### config.mk
export PLATFORM = sky130hd
export DESIGN_NAME = sram_async_ctrl
export DESIGN_NICKNAME = d
export VERILOG_FILES = /design/src/rtl/sram_async_ctrl.sv
export SDC_FILE = /design/constraint.sdc
export NUM_CORES = 1
export LEC_CHECK = 0
export BUFFER_PORTS_ARGS = -buffer_cell sky130_fd_sc_hd__buf_2
export CAP_MARGIN = 10
export CELL_PAD_IN_SITES_DETAIL_PLACEMENT = 0
export CELL_PAD_IN_SITES_GLOBAL_PLACEMENT = 1
export CORE_MARGIN = 2
export CORE_UTILIZATION = 35
export DETAILED_ROUTE_END_ITERATION = 8
export GPL_TIMING_DRIVEN = 0
export HOLD_SLACK_MARGIN = 0.03
export PLACE_DENSITY = 0.88
export SLEW_MARGIN = 20
export SYNTH_ARGS = -nofsm -noshare
export SYNTH_HDL_FRONTEND = slang
export SYNTH_SLANG_ARGS = --single-unit
### constraint.sdc
create_clock -name clk -period 3.07 [get_ports clk]
set_clock_uncertainty 0.05 [all_clocks]
set_input_delay 0.1535 -clock clk [delete_from_list [all_inputs] [get_ports clk]]
set_output_delay 0.1535 -clock clk [all_outputs]
set_load 0.01 [all_outputs]
### src/rtl/sram_async_ctrl.sv
module sram_async_ctrl #(
  parameter int ADDR_W = 15,
  parameter int DATA_W = 8,
  parameter int CLK_NS = 10,
  parameter int GRADE  = 0
) (
  input  logic              clk,
  input  logic              rst_n,
  input  logic              req,
  input  logic              wr,
  input  logic [ADDR_W-1:0] addr,
  input  logic [DATA_W-1:0] wdata,
  output logic              ready,
  output logic              rvalid,
  output logic [DATA_W-1:0] rdata,
  output logic [ADDR_W-1:0] mem_addr,
  output logic              mem_sel_n,
  output logic              mem_sel,
  output logic              mem_wstb_n,
  output logic [DATA_W-1:0] mem_dout,
  output logic              mem_doe,
  input  logic [DATA_W-1:0] mem_din
);

  localparam int T_CYC = (GRADE == 0) ? 45 : (GRADE == 1) ? 55 : 70;
  localparam int T_WP  = (GRADE == 0) ? 35 : (GRADE == 1) ? 40 : 50;
  localparam int T_DSU = (GRADE == 0) ? 20 : (GRADE == 1) ? 25 : 30;
  localparam int T_REL = (GRADE == 0) ? 15 : (GRADE == 1) ? 20 : 25;

  localparam int RD_CYC  = (T_CYC + CLK_NS - 1) / CLK_NS;
  localparam int REL_CYC = (T_REL + CLK_NS - 1) / CLK_NS + 1;
  localparam int DSU_CYC = (T_DSU + CLK_NS - 1) / CLK_NS;
  localparam int WPM_CYC = (T_WP + CLK_NS - 1) / CLK_NS;
  localparam int WP_A    = (WPM_CYC > REL_CYC + DSU_CYC) ? WPM_CYC : REL_CYC + DSU_CYC;
  localparam int WP_CYC  = (WP_A > RD_CYC) ? WP_A : RD_CYC;
  localparam int CW      = $clog2(WP_CYC + RD_CYC + REL_CYC + 1);

  typedef enum logic [2:0] {IDLE, SETUP, WSTB, WEND, RACC, RREL} state_t;

  state_t        state;
  logic [CW-1:0] cnt;

  always_ff @(posedge clk) begin
    if (!rst_n) begin
      state    <= IDLE;
      cnt      <= '0;
      rvalid   <= 1'b0;
      rdata    <= '0;
      mem_addr <= '0;
      mem_dout <= '0;
    end else begin
      rvalid <= 1'b0;
      case (state)
        IDLE: if (req) begin
          mem_addr <= addr;
          cnt      <= '0;
          if (wr) begin
            mem_dout <= wdata;
            state    <= SETUP;
          end else begin
            state <= RACC;
          end
        end
        SETUP: begin
          cnt   <= '0;
          state <= WSTB;
        end
        WSTB: begin
          cnt <= cnt + 1'b1;
          if (cnt == CW'(WP_CYC - 1)) state <= WEND;
        end
        WEND: state <= IDLE;
        RACC: begin
          if (cnt == CW'(RD_CYC - 1)) begin
            rdata  <= mem_din;
            rvalid <= 1'b1;
            cnt    <= '0;
            state  <= RREL;
          end else begin
            cnt <= cnt + 1'b1;
          end
        end
        RREL: begin
          cnt <= cnt + 1'b1;
          if (cnt == CW'(REL_CYC - 1)) state <= IDLE;
        end
        default: state <= IDLE;
      endcase
    end
  end

  logic selected;
  assign selected   = (state == WSTB) || (state == RACC);
  assign ready      = (state == IDLE);
  assign mem_sel_n  = !selected;
  assign mem_sel    = selected;
  assign mem_wstb_n = (state != WSTB);
  assign mem_doe    = ((state == WSTB) && (cnt >= CW'(REL_CYC))) || (state == WEND);

endmodule

; After elaboration in Yosys (flattened, before gate mapping)
; Cells that the tools add are included.
[totals]
romBits = 0
n_memories = 0
out_inout_bits = 37
elab_cells = 43
latch_bits = 0
in_bits = 35
mem_bits_rw = 0
reg_bits = 39
[classes]
mul = 0
n_div = 0
addsub = 1
bitwise_logic = 0
magnitude_cmp = 1
n_eq_ne = 12
n_mux = 10
reduce_logical = 13
shift = 0
[op_table]
columns = op, count
row1 = $pmux 4 s4, 1
row2 = $mux 3, 5
row3 = $pmux 3 s5, 1
row4 = $mux 4, 2
row5 = $ne 2x2->1 const B, 4
row6 = $reduce_and 2->1, 4
row7 = $eq 3x2->1 const B, 2
row8 = $eq 3x3->1 const B, 2
row9 = $add 4x1->4 const B, 1
row10 = $eq 4x2->1 const B, 1
row11 = $eq 4x3->1 const B, 1
row12 = $ge 4x2->1 const B, 1
row13 = $reduce_and 4->1, 1
row14 = $reduce_bool 4->1, 1
row15 = $eq 3x1->1 const B, 1
row16 = $logic_not 3->1, 1
row17 = $ne 3x2->1 const B, 1
row18 = $reduce_and 3->1, 1
row19 = $logic_or 1x1->1, 2
row20 = $reduce_or 2->1, 1
row21 = $logic_and 1x1->1, 1
row22 = $logic_not 1->1, 1
row23 = $mux 1, 1

; Logic depth before layout (Yosys ltp)
[depth]
depth_word = 4
ltp_mapped = 7
mapped_depth_nobuf = 6

; Worst setup path after synthesis
; OpenSTA, ideal clock, no wires.
[synth_path]
kind = reg2reg
from = reg cnt[0]
to = reg state[2]
t_required_ps = 2934
setup_time_ps = 86
t_arrival_ps = 1557
period_less_slack_ps = 1694
path_stages_with_launch = 7
path_buffers = 0
setup_slack_ps = 1376
cell_sequence = dfxtp_1 inv_1 ha_1 and4b_1 o32a_1 or2_0 a221oi_2
[synth_via]
elab_chain_len = 3
elab_cells_between_ends = 6
cone_classes = eq/ne: 5 / reduce/logical: 1
[synth_rtl]
columns = element, line_no
row1 = start: declaration, 41  ; logic [CW-1:0] cnt;
row2 = start signal: assignment, 69  ; cnt <= cnt + 1'b1;
row3 = start signal: assignment, 80  ; cnt <= cnt + 1'b1;
row4 = start signal: assignment, 84  ; cnt <= cnt + 1'b1;
row5 = $eq 4x2->1 / $eq 4x3->1 (equally long branches), "85, 70, 74"
row6 = $ne 2x2->1 (no line), --
row7 = $reduce_and 4->1 (no line) *, --
row8 = end signal: assignment, 78  ; state <= RREL;
row9 = end signal: assignment, 85  ; if (cnt == CW'(REL_CYC - 1)) state <= IDLE;
row10 = end signal: assignment, 87  ; default: state <= IDLE;
row11 = end: declaration, 40  ; state_t state;
; Every way passes the cells marked *; elsewhere a longest branch is shown, timed or not.
; A chain may end at the register's enable or synchronous reset.

; Worst setup path in the final report
; Same ends and word-level chain as after synthesis.

==> reports/metrics.csv <==
stage,metric,value,unit
sta,WHS,0.0462,ns
worst_setup_path,Crit. path cell count,6,
synthesis,Gate Count Post-Synth,194,
worst_setup_path,Worst EP required,3.22,ns
cts,H-tree depth,2,
worst_setup_path,Worst path slowest cell,dfxtp_1,
cts,Post-CTS Setup Inserts,0,
synthesis,synth warn,0,
cts,CTS Sinks,39,
sta,RSZ-0062 raised after global routing,no,
pwr,Leak Pwr,1.04,nW
flow_run,Max-Cap Viols,0,
layout,Multi-input gate area,768,sq um
cts,Clock Tree Buf Depth,2,
global_route,GRT busiest layer,met2,
pwr,Pwr Total,1.73,mW
synthesis,"Distinct cells, synth",36,
synthesis,Synth Register Bits,39,
floorplanning,I/O Pins,72,
route,Via-to-Cell Ratio,4.80,
sta,Sum Neg Setup Slack,0,ns
cts,Resized Gates After CTS,0,
route,WL/cell,11.7,microns
global_route,vias in the first global route,1399,
placement,routability cong.,0.800,
worst_setup_path,crit path kind,flip-flop to flip-flop,
sta,Worst-Margin Slew,0.513,ns
global_route,gr usage total,15.2,%
cts,CTS buffer count,5,
global_route,pin count of the biggest net entering global routing,13,
sta,"Slew Viols, Final",0,
pwr,P_int,1.11,mW
pwr,Sw Ratio,35.6,%
global_route,met2 usage in global routing,23.6,%
sta,endpoints failing hold,0,
synthesis,Netlist Area Pre-Place,1640,sq um
placement,post-detail-place hpwl,2830,microns
layout,Final Util,48.9,%
worst_setup_path,CP endpoint kind,flip-flop,
floorplanning,effective utilization at floorplan,36.8,%
sta,final worst slack,1.26,ns
global_route,met3 usage in global routing,4.72,%
floorplanning,full die area,5240,sq um
worst_setup_path,CP Max Fanout,4,
route,via count,1561,
cts,CTS Hold Buffers Added,0,
synthesis,Post-synth top cells,"42 x nand2_1, 39 x dfxtp_1, 27 x a21oi_1, 15 x nor2_1, 12 x nand3_1",
pwr,sequential power share,37.3,%
synthesis,ys flop type,dfxtp_1,
layout,Layout Cells excl Fill,325,
layout,layout cells sized above 1,33.0,%
floorplanning,die span in x,72.4,microns
floorplanning,FP Rows,24,
worst_setup_path,Worst Path Buf+Inv,1,
synthesis,Yosys top cell area share,47.7,%
global_route,total grt overflow,0,
synthesis,Synth area leaders,"dfxtp_1 48%, nand2_1 9.6%, a21oi_1 8.3%",
worst_setup_path,worst-path cell chain,inv_1 > ha_1 > and4b_1 > o32a_1 > or2_0 > a221oi_2,
worst_setup_path,Arrival @ worst endpoint,1.97,ns
pwr,P_sw,0.615,mW
placement,Placed Cells,317,
route,drt drc,0,
pwr,Clk pwr share,25.2,%
layout,Final nets,310,
layout,Reg area,781,sq um
global_route,first-pass GRT wire length,6240,microns
synthesis,most common cell in the netlist,nand2_1,
floorplanning,Placeable Area,4440,sq um
placement,# port buffers,71,
sta,Slew headroom,65.8,%
synthesis,Syn Area/Cell,8.44,sq um
placement,pre-CTS WS,1.27,ns
cts,Clock Root Buffer,clkbuf_8,
pwr,PD cells,795,nW/um^2
cts,worst skew pair latency,0.28,ns
sta,fmax,551,MHz
sta,final setup fails,0,
sta,post-route clock period utilization,59.1,%
synthesis,largest area contributor in the netlist,dfxtp_1,
worst_setup_path,crit-path leading delay family,compound AO/OA/AOI/OAI gates,
route,WL final,3800,microns
layout,# diodes,0,
worst_hold_path,Hold Path Stages,3,
route,Pre-Repair DR Iteration Count,4,
worst_hold_path,hold crit path type,primary input to flip-flop,
synthesis,async set or reset register ratio after synthesis,0,%
worst_setup_path,CP startpoint kind,flip-flop,
status,status,"complete, no violations",
layout,# fillers,446,
synthesis,syn nets,232,
route,DRT iter0 DRCs,74,
layout,area grow syn2layout,32.9,%
synthesis,sequential share of the synthesized area,47.7,%
global_route,initial antenna violation count,0,
cts,CTS tree,built,
synthesis,Post-synth EDFFs,0,
sta,fin crit period,1.81,ns
worst_setup_path,CP max stage delay,0.38,ns
floorplanning,Die Span Y,72.4,microns
route,Final ANT Viol Nets,0,
layout,final design area excluding fillers,2170,sq um
cts,clock-pin slew on the worst setup and hold paths,0.07,ns
global_route,M1 GR Usage,19.6,%
pwr,maximum vdd drop,0.410,mV
worst_setup_path,reg2reg path depth,6,
pwr,Combinational Power Share,37.5,%
placement,Area after DPL,2060,sq um
[cell usage in the layout (no fill, tap or decap), drive strengths merged, types with 2 or more instances in the layout]
cell / Yosys / final
ha: 3 / 3
mux2i: 8 / 8
o21ai: 2 / 2
o22ai: 2 / 2
buf: 6 / 77
clkbuf: 6 / 12
a21oi: 27 / 27
nand2b: 2 / 2
nor3: 3 / 3
nor2: 15 / 15
nor2b: 2 / 2
or2: 2 / 2
dfxtp: 39 / 39
nand3: 12 / 12
a31oi: 2 / 2
inv: 6 / 6
nand2: 42 / 42
[routing by layer]
layer  routed length (microns)  share of wire, %  vias to the layer above
li1                          -                 -                      810
met1                      1750                46                      708
met2                      1760                46                       39
met3                       224               5.9                        4
met4                        63               1.7                        0
met5                         0                 0                        -
[cell families after synthesis]
family                   synth area share (%)
flip-flops                               47.7
AO/OA/AOI/OAI                            14.2
buffers and inverters                    5.35
multiplexers                             4.89
XOR/XNOR                                0.535
AND/OR/NAND/NOR                          25.0
adder cells (fa/ha/maj)                  2.29
[worst paths after layout]
kind	startpoint	to	slack, ns
hold reg to reg	mem_dout[1]	mem_dout[1]	0.40
hold / removal	mem_din[0]	rdata[0]	0.05
setup / recovery	cnt[0]	state[2]	1.26
setup reg to reg	cnt[0]	state[2]	1.26
[worst min-delay path: cells and delay by family]
family        cells  cell delay, ns
buf+inv           1            0.07
mux               1            0.05
simple gates      1            0.07
[power groups by stage]
stage	sequential (mW)	clock [mW]	combinational (mW)
floorplan	0.678	0	0.419
global placement	0.655	0	0.649
detailed placement	0.656	0	0.653
CTS	0.645	0.448	0.655
global route	0.657	0.469	0.718
finish	0.644	0.436	0.648
[cell type report]
class	count	area share (%)
flip-flops and latches	39	35.9
multi-input cells	137	35.3
repair buffers	71	16.3
clock buffers	6	3.80
plain buffers	12	2.99
well taps	52	2.99
clock inverters	2	1.61
inverters	6	1.04
[sequential cells by signal (all words and copies together) (netlist names)]
| register | cells |
|---|---|
| mem_addr | 15 |
| cnt | 4 |
| rvalid | 1 |
| state | 3 |
| mem_dout | 8 |
| rdata | 8 |
Power figures use the tool's default switching activity.
